==> src/rtl/ac97_rx_pkg.sv <==
package ac97_rx_pkg;
  localparam int SLOT_W        = 20;
  localparam int TAG_W         = 16;
  localparam int FIRST_CH_SLOT = 3;
  localparam int LAST_SLOT     = 12;
  localparam int NUM_CH_SLOTS  = LAST_SLOT - FIRST_CH_SLOT + 1;
  localparam int FIELD_W       = 3;
  localparam int ROUTE_W       = FIELD_W * NUM_CH_SLOTS;
  localparam int SLOT_IDX_W    = $clog2(LAST_SLOT + 1);
  localparam int BIT_IDX_W     = $clog2(SLOT_W);
  localparam int NUM_CH        = 2;

  localparam logic [FIELD_W-1:0] CODE_A = 3'd1;
  localparam logic [FIELD_W-1:0] CODE_B = 3'd2;

  localparam logic [1:0] WSEL_10 = 2'd0;
  localparam logic [1:0] WSEL_16 = 2'd1;
  localparam logic [1:0] WSEL_18 = 2'd2;
  localparam logic [1:0] WSEL_20 = 2'd3;
endpackage

==> src/rtl/ac97_rx_framer.sv <==
module ac97_rx_framer
  import ac97_rx_pkg::*;
(
  input  logic                  clk_i,
  input  logic                  rst_ni,
  input  logic                  sync_i,
  input  logic                  sdata_i,
  output logic                  slot_done_o,
  output logic [SLOT_IDX_W-1:0] slot_idx_o,
  output logic [SLOT_W-1:0]     slot_word_o
);
  logic                  sync_q, run_q;
  logic [SLOT_IDX_W-1:0] slot_q, cur_slot;
  logic [BIT_IDX_W-1:0]  bit_q, cur_bit;
  logic [SLOT_W-1:0]     shreg_q;
  logic                  start, active, last;

  assign start    = sync_i & ~sync_q;
  assign active   = start | run_q;
  assign cur_slot = start ? '0 : slot_q;
  assign cur_bit  = start ? '0 : bit_q;
  assign last     = active && (cur_bit == ((cur_slot == '0) ? BIT_IDX_W'(TAG_W - 1)
                                                             : BIT_IDX_W'(SLOT_W - 1)));

  assign slot_done_o = last;
  assign slot_idx_o  = cur_slot;
  assign slot_word_o = {shreg_q[SLOT_W-2:0], sdata_i};

  always_ff @(posedge clk_i or negedge rst_ni) begin
    if (!rst_ni) begin
      sync_q  <= 1'b0;
      run_q   <= 1'b0;
      slot_q  <= '0;
      bit_q   <= '0;
      shreg_q <= '0;
    end else begin
      sync_q <= sync_i;
      if (active) begin
        shreg_q <= slot_word_o;
        if (last) begin
          bit_q <= '0;
          if (cur_slot == SLOT_IDX_W'(LAST_SLOT)) begin
            run_q  <= 1'b0;
            slot_q <= '0;
          end else begin
            run_q  <= 1'b1;
            slot_q <= cur_slot + 1'b1;
          end
        end else begin
          run_q  <= 1'b1;
          slot_q <= cur_slot;
          bit_q  <= cur_bit + 1'b1;
        end
      end
    end
  end


  restart_chk: assert property (@(posedge clk_i) disable iff (!rst_ni)
    start |=> (run_q && slot_q == '0 && bit_q == BIT_IDX_W'(1)));


  frame_end_chk: assert property (@(posedge clk_i) disable iff (!rst_ni)
    (last && cur_slot == SLOT_IDX_W'(LAST_SLOT)) |=> !run_q);
endmodule

==> src/rtl/ac97_rx_status.sv <==
module ac97_rx_status
  import ac97_rx_pkg::*;
(
  input  logic                  clk_i,
  input  logic                  rst_ni,
  input  logic                  slot_done_i,
  input  logic [SLOT_IDX_W-1:0] slot_idx_i,
  input  logic [SLOT_W-1:0]     slot_word_i,
  output logic                  tag_valid_o,
  output logic [TAG_W-1:0]      tag_o,
  output logic                  stat_valid_o,
  output logic [SLOT_W-1:0]     stat_addr_o,
  output logic [SLOT_W-1:0]     stat_data_o
);
  localparam int ADDR_BIT = TAG_W - 2;
  localparam int DATA_BIT = TAG_W - 3;

  always_ff @(posedge clk_i or negedge rst_ni) begin
    if (!rst_ni) begin
      tag_valid_o  <= 1'b0;
      tag_o        <= '0;
      stat_valid_o <= 1'b0;
      stat_addr_o  <= '0;
      stat_data_o  <= '0;
    end else begin
      tag_valid_o  <= 1'b0;
      stat_valid_o <= 1'b0;
      if (slot_done_i) begin
        case (slot_idx_i)
          SLOT_IDX_W'(0): begin
            tag_o       <= slot_word_i[TAG_W-1:0];
            tag_valid_o <= 1'b1;
          end
          SLOT_IDX_W'(1): if (tag_o[ADDR_BIT]) stat_addr_o <= slot_word_i;
          SLOT_IDX_W'(2): if (tag_o[ADDR_BIT] && tag_o[DATA_BIT]) begin
            stat_data_o  <= slot_word_i;
            stat_valid_o <= 1'b1;
          end
          default: ;
        endcase
      end
    end
  end


  tag_pulse_chk: assert property (@(posedge clk_i) disable iff (!rst_ni)
    tag_valid_o |=> !tag_valid_o);


  stat_pulse_chk: assert property (@(posedge clk_i) disable iff (!rst_ni)
    stat_valid_o |=> !stat_valid_o);


  stat_gate_chk: assert property (@(posedge clk_i) disable iff (!rst_ni)
    stat_valid_o |-> (tag_o[ADDR_BIT] && tag_o[DATA_BIT]));
endmodule

==> src/rtl/ac97_rx_chan.sv <==
module ac97_rx_chan
  import ac97_rx_pkg::*;
(
  input  logic                  clk_i,
  input  logic                  rst_ni,
  input  logic                  push_i,
  input  logic [SLOT_W-1:0]     word_i,
  input  logic [SLOT_IDX_W-1:0] slot_i,
  input  logic [1:0]            wsel_i,
  input  logic                  ack_i,
  output logic                  valid_o,
  output logic [SLOT_W-1:0]     data_o,
  output logic [SLOT_IDX_W-1:0] slot_o,
  output logic                  ovr_o
);
  logic [SLOT_W-1:0] trunc;

  always_comb begin
    case (wsel_i)
      WSEL_10: trunc = word_i >> (SLOT_W - 10);
      WSEL_16: trunc = word_i >> (SLOT_W - 16);
      WSEL_18: trunc = word_i >> (SLOT_W - 18);
      default: trunc = word_i;
    endcase
  end

  always_ff @(posedge clk_i or negedge rst_ni) begin
    if (!rst_ni) begin
      valid_o <= 1'b0;
      data_o  <= '0;
      slot_o  <= '0;
      ovr_o   <= 1'b0;
    end else if (push_i) begin
      valid_o <= 1'b1;
      data_o  <= trunc;
      slot_o  <= slot_i;
      ovr_o   <= valid_o & ~ack_i;
    end else if (ack_i) begin
      valid_o <= 1'b0;
      ovr_o   <= 1'b0;
    end
  end


  hold_chk: assert property (@(posedge clk_i) disable iff (!rst_ni)
    (valid_o && !push_i && !ack_i) |=> (valid_o && $stable(data_o) && $stable(slot_o)));


  ovr_set_chk: assert property (@(posedge clk_i) disable iff (!rst_ni)
    (push_i && valid_o && !ack_i) |=> ovr_o);


  ovr_valid_chk: assert property (@(posedge clk_i) disable iff (!rst_ni)
    ovr_o |-> valid_o);


  width10_chk: assert property (@(posedge clk_i) disable iff (!rst_ni)
    (push_i && wsel_i == WSEL_10) |=> (data_o[SLOT_W-1:10] == '0));
endmodule

==> src/rtl/ac97_slot_demux.sv <==
module ac97_slot_demux
  import ac97_rx_pkg::*;
(
  input  logic                  clk_i,
  input  logic                  rst_ni,
  input  logic                  sync_i,
  input  logic                  sdata_i,
  input  logic [ROUTE_W-1:0]    route_i,
  input  logic [1:0]            a_width_i,
  input  logic [1:0]            b_width_i,
  input  logic                  a_ack_i,
  input  logic                  b_ack_i,
  output logic                  tag_valid_o,
  output logic [TAG_W-1:0]      tag_o,
  output logic                  stat_valid_o,
  output logic [SLOT_W-1:0]     stat_addr_o,
  output logic [SLOT_W-1:0]     stat_data_o,
  output logic                  a_valid_o,
  output logic [SLOT_W-1:0]     a_data_o,
  output logic [SLOT_IDX_W-1:0] a_slot_o,
  output logic                  a_ovr_o,
  output logic                  b_valid_o,
  output logic [SLOT_W-1:0]     b_data_o,
  output logic [SLOT_IDX_W-1:0] b_slot_o,
  output logic                  b_ovr_o
);
  logic                  slot_done;
  logic [SLOT_IDX_W-1:0] slot_idx;
  logic [SLOT_W-1:0]     slot_word;
  logic [FIELD_W-1:0]    code;
  logic                  slot_ok;

  logic [NUM_CH-1:0]                 push, ack, valid, ovr;
  logic [NUM_CH-1:0][1:0]            wsel;
  logic [NUM_CH-1:0][SLOT_W-1:0]     data;
  logic [NUM_CH-1:0][SLOT_IDX_W-1:0] slot;

  ac97_rx_framer i_framer (
    .clk_i       (clk_i),
    .rst_ni      (rst_ni),
    .sync_i      (sync_i),
    .sdata_i     (sdata_i),
    .slot_done_o (slot_done),
    .slot_idx_o  (slot_idx),
    .slot_word_o (slot_word)
  );

  ac97_rx_status i_status (
    .clk_i        (clk_i),
    .rst_ni       (rst_ni),
    .slot_done_i  (slot_done),
    .slot_idx_i   (slot_idx),
    .slot_word_i  (slot_word),
    .tag_valid_o  (tag_valid_o),
    .tag_o        (tag_o),
    .stat_valid_o (stat_valid_o),
    .stat_addr_o  (stat_addr_o),
    .stat_data_o  (stat_data_o)
  );

  // Per-slot route field and tag valid bit; slots 0..2 match no field.
  always_comb begin
    code    = '0;
    slot_ok = 1'b0;
    for (int s = FIRST_CH_SLOT; s <= LAST_SLOT; s++) begin
      if (slot_idx == SLOT_IDX_W'(s)) begin
        code    = route_i[FIELD_W*(s-FIRST_CH_SLOT) +: FIELD_W];
        slot_ok = tag_o[TAG_W-1-s];
      end
    end
  end

  assign push[0] = slot_done && slot_ok && (code == CODE_A);
  assign push[1] = slot_done && slot_ok && (code == CODE_B);
  assign wsel[0] = a_width_i;
  assign wsel[1] = b_width_i;
  assign ack[0]  = a_ack_i;
  assign ack[1]  = b_ack_i;

  for (genvar c = 0; c < NUM_CH; c++) begin : g_ch
    ac97_rx_chan i_chan (
      .clk_i   (clk_i),
      .rst_ni  (rst_ni),
      .push_i  (push[c]),
      .word_i  (slot_word),
      .slot_i  (slot_idx),
      .wsel_i  (wsel[c]),
      .ack_i   (ack[c]),
      .valid_o (valid[c]),
      .data_o  (data[c]),
      .slot_o  (slot[c]),
      .ovr_o   (ovr[c])
    );
  end

  assign a_valid_o = valid[0];
  assign a_data_o  = data[0];
  assign a_slot_o  = slot[0];
  assign a_ovr_o   = ovr[0];
  assign b_valid_o = valid[1];
  assign b_data_o  = data[1];
  assign b_slot_o  = slot[1];
  assign b_ovr_o   = ovr[1];


  ch_slot_range_chk: assert property (@(posedge clk_i) disable iff (!rst_ni)
    (push[0] || push[1]) |-> (slot_idx >= SLOT_IDX_W'(FIRST_CH_SLOT)));
endmodule

==> config.mk <==
export PLATFORM = sky130hd
export DESIGN_NAME = ac97_slot_demux
export DESIGN_NICKNAME = d
export VERILOG_FILES = /design/src/rtl/ac97_rx_pkg.sv /design/src/rtl/ac97_rx_framer.sv /design/src/rtl/ac97_rx_status.sv /design/src/rtl/ac97_rx_chan.sv /design/src/rtl/ac97_slot_demux.sv
export SDC_FILE = /design/constraint.sdc
export NUM_CORES = 1
export LEC_CHECK = 0
export ABC_AREA = 0
export CAP_MARGIN = 20
export CORE_MARGIN = 1
export CORE_UTILIZATION = 55
export CTS_CLUSTER_DIAMETER = 200
export DETAILED_ROUTE_END_ITERATION = 8
export PLACE_DENSITY = 0.9
export SLEW_MARGIN = 25
export SYNTH_ARGS = -nofsm -noshare
export SYNTH_HDL_FRONTEND = slang
export SYNTH_SLANG_ARGS = --single-unit
==> constraint.sdc <==
create_clock -name clk_i -period 5.65 [get_ports clk_i]
set_input_delay 0.565 -clock clk_i [delete_from_list [all_inputs] [get_ports clk_i]]
set_output_delay 0.565 -clock clk_i [all_outputs]
set_load 0.02 [all_outputs]
Word level (Yosys, flattened, before mapping):

Index checks and enable logic that the tools add are counted.

* add/subtract/negate cells: 2
* equal/unequal tests: 19
* multiplexer cells: 41
* bitwise logic cells: 7
* reduce and logical (&&, ||, !) cells: 13

Operators by type and width (count)
* $pmux W20 S3: 2
* $mux W3: 10
* $mux W1: 23
* $eq A4 B4 Y1 const B: 5
* $eq A4 B3 Y1 const B: 4
* $mux W5: 3
* $mux W4: 3
* $eq A4 B2 Y1 const B: 2
* $reduce_and A3 Y1: 2
* $add A5 B1 Y5 const B: 1
* $eq A5 B5 Y1: 1
* $logic_and A1 B1 Y1: 5
* $add A4 B1 Y4 const B: 1
* $eq A2 B1 Y1 const B: 2
* $eq A2 B2 Y1 const B: 2
* $eq A4 B1 Y1 const B: 1
* $logic_not A2 Y1: 2
* $logic_not A4 Y1: 1
* $reduce_bool A2 Y1: 2
* $and A1 B1 Y1: 3
* $eq A3 B1 Y1 const B: 1
* $eq A3 B2 Y1 const B: 1
* $not A1 Y1: 3
* $reduce_and A2 Y1: 1
* $or A1 B1 Y1: 1

* flip-flop bits (word level): 140
* input port bits: 40
* output and inout bits: 110
* word-level logic and storage cells: 100

Depth between registers and ports, before layout:

* word-level depth: 17
* gate-level depth with buffers: 17
* mapped depth without buffers: 11

Cells and area by module:

From an unflattened synthesis, not the netlist that was laid out.

* cell total of the unflattened synthesis: 568
* area total of the unflattened synthesis: 7024.2 µm²

By module, submodules not included
* ac97_rx_chan: times used 2, cells an instance 126, area an instance 1420.1 µm², seq. area each 650.6 µm²
* ac97_rx_status: times used 1, cells an instance 126, area an instance 2285.9 µm², seq. area each 1451.4 µm²
* ac97_rx_framer: times used 1, cells an instance 114, area an instance 1396.3 µm², seq. area each 750.7 µm²
* ac97_slot_demux: times used 1, cells an instance 76, area an instance 501.7 µm², seq. area each 0.0 µm²

Worst setup path after synthesis:

Ideal clock, no wire load.

* path kind: in2reg
* from: input sync_i
* to: register g_ch[0].i_chan.data_o[10]
* library setup time: 0.125 ns
* arrival time: 3.340 ns
* required time: 5.525 ns
* path slack: 2.184 ns
* cell stages on the path: 15
* buffers on the path: 5
* cell sequence: or2b_1 > buf_2 > clkbuf_1 > nand2_1 > inv_1 > ha_1 > buf_6 > nand2b_1 > o221a_1 > o32a_1 > a2111oi_4 > and3_4 > buf_6 > buf_12 > mux2_4

* cells in the longest elaborated chain, start to end: 15
* elaborated cells between the ends (all ways): 41
* those cells by class: 12 x eq/ne; 23 x mux; 2 x bitwise; 4 x reduce/logical

Ends and longest elaborated chain
* start: declaration: RTL line ac97_slot_demux.sv:6 `input logic sync_i,`
* $and A1 B1 Y1 *: RTL line ac97_rx_framer.sv:18 `assign start = sync_i & ~sync_q;`
* $mux W4 *: RTL line ac97_rx_framer.sv:20 `assign cur_slot = start ? '0 : slot_q;`
* via g_ch[0].i_chan.slot_i[1]: RTL line ac97_rx_chan.sv:8 `input logic [SLOT_IDX_W-1:0] slot_i,`
* $eq A4 B2 Y1: RTL line ac97_slot_demux.sv:66 `if (slot_idx == SLOT_IDX_W'(s)) begin`
* $mux W3 / $mux W1 (equally long branches) (10 in a row): RTL line ac97_slot_demux.sv:66
* $eq A3 B1 Y1 / $logic_and A1 B1 Y1 (equally long branches): RTL line ac97_slot_demux.sv:73 `assign push[0] = slot_done && slot_ok && (code == CODE_A);`
* $logic_and A1 B1 Y1 *: RTL line ac97_slot_demux.sv:73
* end signal: assignment: RTL line ac97_rx_chan.sv:35 `data_o <= trunc;`
* end: declaration: RTL line ac97_rx_chan.sv:12 `output logic [SLOT_W-1:0] data_o,`

Mark *: on every way through the listed nets, which the timed path passes. The rest lies on a longest branch.
A chain may end at the register's enable or synchronous reset.

Worst setup path in the final report:

* from: input sync_i
* to: register g_ch[1].i_chan.data_o[0]

* cells in the longest elaborated chain, start to end: 15
* elaborated cells between the ends (all ways): 41
* those cells by class: 12 x eq/ne; 23 x mux; 2 x bitwise; 4 x reduce/logical

Ends and longest elaborated chain
* $and A1 B1 Y1 *: RTL line ac97_rx_framer.sv:18
* $mux W4 *: RTL line ac97_rx_framer.sv:20
* via g_ch[0].i_chan.slot_i[1]: RTL line ac97_rx_chan.sv:8
* $eq A4 B2 Y1: RTL line ac97_slot_demux.sv:66
* $mux W3 / $mux W1 (equally long branches) (10 in a row): RTL line ac97_slot_demux.sv:66
* $eq A3 B2 Y1 / $logic_and A1 B1 Y1 (equally long branches): RTL line ac97_slot_demux.sv:74 `assign push[1] = slot_done && slot_ok && (code == CODE_B);`
* $logic_and A1 B1 Y1 *: RTL line ac97_slot_demux.sv:74
* end signal: assignment: RTL line ac97_rx_chan.sv:35
* end: declaration: RTL line ac97_rx_chan.sv:12

Marks and branches as above.

==> results.py <==
metrics = {
    "outcome": {
        "status": "finished, final reports clean",
    },
    "worst_setup_path": {
        "crit_required_ns": 5.95,
        "cpMaxStageDelayCell": "ha_1",
        "critPathMaxFanout": 26,
        "cp-end-kind": "register",
        "path_delay_family": "simple AND/OR/NAND/NOR gates",
        "worst_r2r_endpoint": "g_ch[1].i_chan.data_o[0]$_DFFE_PN0P_",
        "cp_common_cell": "inv_1",
        "r2r_setup_slack_ns": 1.49,
        "path_cells": "clkdlybuf4s50_1 -> or2b_1 -> nand2_1 -> inv_1 -> ha_1 -> inv_1 -> o221a_1 -> o32a_1 -> a2111oi_4 -> nor2_1 -> nand2_2 -> mux2_2",
        "start_kind": "input pin",
        "worstPathArrival_ns": 4.69,
        "critPathMaxStageDelay_ns": 0.57,
        "critical_path_class": "in -> reg",
        "ff2ff_path_depth": 11,
        "cp_num_buf_inv": 3,
        "r2r_start": "i_framer.sync_q$_DFF_PN0_",
    },
    "clock_network": {
        "cts_tree": "yes",
        "clockBufferDepth": 2,
        "cts_max_level": 4,
        "clk_latency_ns": 0.42,
        "clk_pin_slew_worst_paths_ns": 0.06,
        "ctsHoldBuffers": 0,
        "cts_root_buffer": "clkbuf_16",
        "cts_sinks": 140,
        "post-cts-setup-buffers": 0,
        "cts_inserted_buffers": 17,
        "post_cts_resized": 0,
    },
    "sta": {
        "setup_viol": 0,
        "worstMarginPinSlew_ns": 1.015,
        "hold_viol": 0,
        "fmax_mhz": 227.3,
        "fin_ws_ns": 1.251,
        "rsz0062_at_grt": "no",
        "fin_skew_ns": 0.008774,
        "slew_headroom": 0.3214,
        "slew_viol_final": 0,
        "min_period_ns": 4.399,
        "fin_crit_sh": 0.7785,
        "fin_tns_setup_ns": 0,
    },
    "global_route": {
        "grt_pass1_vias": 5118,
        "met1_usage": 0.3817,
        "busiest_layer": "met2",
        "grt_max_degree": 75,
        "global_route.usage.total": 0.2923,
        "use_met2": 0.4671,
        "grt_pass1_wl_um": 28790,
        "use_met3": 0.08118,
        "antenna_found_initial": 0,
        "grt_overflow": 0,
    },
    "power_and_ir_drop": {
        "power.density_nw_per_um2": 286.5,
        "seqPwrFrac": 0.432,
        "vdd_ir_drop_max_v": 0.0002088,
        "clkPwrFrac": 0.442,
        "swShare": 0.2449,
        "p_sw_mw": 0.6412,
        "power_frac_comb": 0.126,
        "p_leak_nw": 4.054,
        "intPower_mw": 1.977,
    },
    "drt": {
        "drt_iter0_markers": 390,
        "via_per_inst": 5.973,
        "ant_nets": 0,
        "dr.pass1.iters": 4,
        "wl_per_cell_um": 21.64,
        "totalWireLength_um": 18200,
        "drc": 0,
        "vias": 5023,
    },
    "layout": {
        "fin_util": 0.7270,
        "layout_common_cells": "clkdlybuf4s50_1, dfrtp_1, mux2_2, nand2_1, a21oi_1",
        "final_common_cell": "clkdlybuf4s50_1",
        "nNetsFinal": 703,
        "diodes": 0,
        "stdcell_area_um2": 9138,
        "drive_above_1_share": 0.2975,
        "syn2layout_area_growth_pct": 29.53,
    },
    "synth": {
        "synth_edf_count": 0,
        "yosys.area.top_type": "dfrtp_1",
        "synth.cell_area_um2": 7054,
        "yosys_warnings": 0,
        "avgSynthCellArea_um2": 13.16,
        "synth_area_leaders": "dfrtp_1, mux2_2, mux4_2, mux2_4, mux2i_1",
        "synth_nets": 581,
        "ys_seq_area_frac": 0.4966,
        "ys_async_sr_fraction": 1.000,
        "postSynthCellCount": 536,
        "synth-seq-cells": 140,
        "synth.top_cell.area_share": 0.4966,
        "ys.flop_type": "dfrtp_1",
        "synth.distinct_cells": 62,
    },
    "placed_design": {
        "hpwl_um": 11910,
        "placed_area_um2": 8526,
        "post-place-ws_ns": 0.8408,
        "io_buffers": 149,
        "gp_congestion": 0.8940,
    },
    "floorplanning": {
        "core_um2": 12570,
        "die-area_um2": 13280,
        "dieHeight_um": 115.3,
        "io_pins": 150,
        "start_util": 0.5613,
        "fp.dieW_um": 115.3,
        "rows": 41,
    },
    "min_path": {
        "min_path_type": "in -> async",
    },
    "job": {
        "drv_cap": 0,
    },
}
## layout make-up
cell class | count | area, um^2
clock buffer | 25 | 505.5
inverter | 10 | 37.54
multi-input combinational | 335 | 3244
clock inverter | 5 | 106.4
tap | 172 | 215.2
sequential | 140 | 3503
fill | 833 | 3431
timing repair buffer | 154 | 1525
## how the worst max path moves through the flow
stage	startpoint	end	cells past startpoint
floorplan	sync_i	g_ch[0].i_chan.data_o[10]$_DFFE_PN0P_	15
global placement	sync_i	g_ch[1].i_chan.data_o[6]$_DFFE_PN0P_	12
detailed placement	sync_i	g_ch[1].i_chan.data_o[17]$_DFFE_PN0P_	12
CTS	sync_i	g_ch[1].i_chan.data_o[0]$_DFFE_PN0P_	12
global route	sync_i	g_ch[1].i_chan.data_o[0]$_DFFE_PN0P_	12
finish	sync_i	g_ch[1].i_chan.data_o[0]$_DFFE_PN0P_	12
## Yosys cell counts (3+ instances only)
master and n:
inv_1 9, and3_1 4, mux2_4 19, mux2_1 3, dfrtp_1 140, o21ai_0 12, buf_1 4, clkbuf_1 27
nor2b_1 10, nand3_1 6, nand2_1 27, nor2_1 11, mux2i_1 12, ha_1 5, a22oi_1 3, a31oi_1 4
mux4_2 20, o32ai_1 4, nand2b_1 9, mux2_2 107, buf_2 11, o31ai_1 3, nor3b_1 3, a22o_1 7
buf_6 6, nor3_1 3, a21oi_1 23, and2_1 3
## per-layer routing
layer / part of all wire / vias up
met5: 0 / -
met4: 0.020 / 0
li1: - / 2208
met3: 0.059 / 35
met1: 0.41 / 2594
met2: 0.51 / 186
## kinds of logic after synthesis
kind of cell / count (synthesis) / synth area share
fa+ha+maj: 5 / 0.008868
flops: 140 / 0.4966
compound gates: 78 / 0.07946
mux: 161 / 0.2969
buf+inv: 61 / 0.04594
simple gates: 91 / 0.07219
## power by group through the flow
| stage | sequential (mW) | combinational (mW) | clock (mW) |
|---|---|---|---|
| global placement | 1.14 | 0.321 | 0 |
| CTS | 1.13 | 0.333 | 1.17 |
| detailed placement | 1.15 | 0.330 | 0 |
| global route | 1.14 | 0.355 | 1.22 |
| floorplan | 1.14 | 0.169 | 0 |
| finish | 1.13 | 0.331 | 1.16 |
## through the flow
stage,hold slack (ns),std cells,total power [mW]
after floorplan,0.2694,536,1.313
after global placement,0.4827,811,1.464
after detailed placement,0.4740,811,1.476
after CTS,0.1523,841,2.634
after global routing,0.1728,841,2.711
final,0.1227,841,2.618
## sequential cells by signal (all words and copies together), names as in the netlist
register,count
g_ch.i_chan.data_o,40
i_status.stat_addr_o,20
i_status.stat_data_o,20
i_framer.shreg_q,19
i_status.tag_o,16
g_ch.i_chan.slot_o,8
i_framer.bit_q,5
i_framer.slot_q,4
g_ch.i_chan.ovr_o,2
g_ch.i_chan.valid_o,2
i_framer.run_q,1
i_framer.sync_q,1
i_status.stat_valid_o,1
i_status.tag_valid_o,1
No activity file was read; power rests on OpenSTA's default activity.
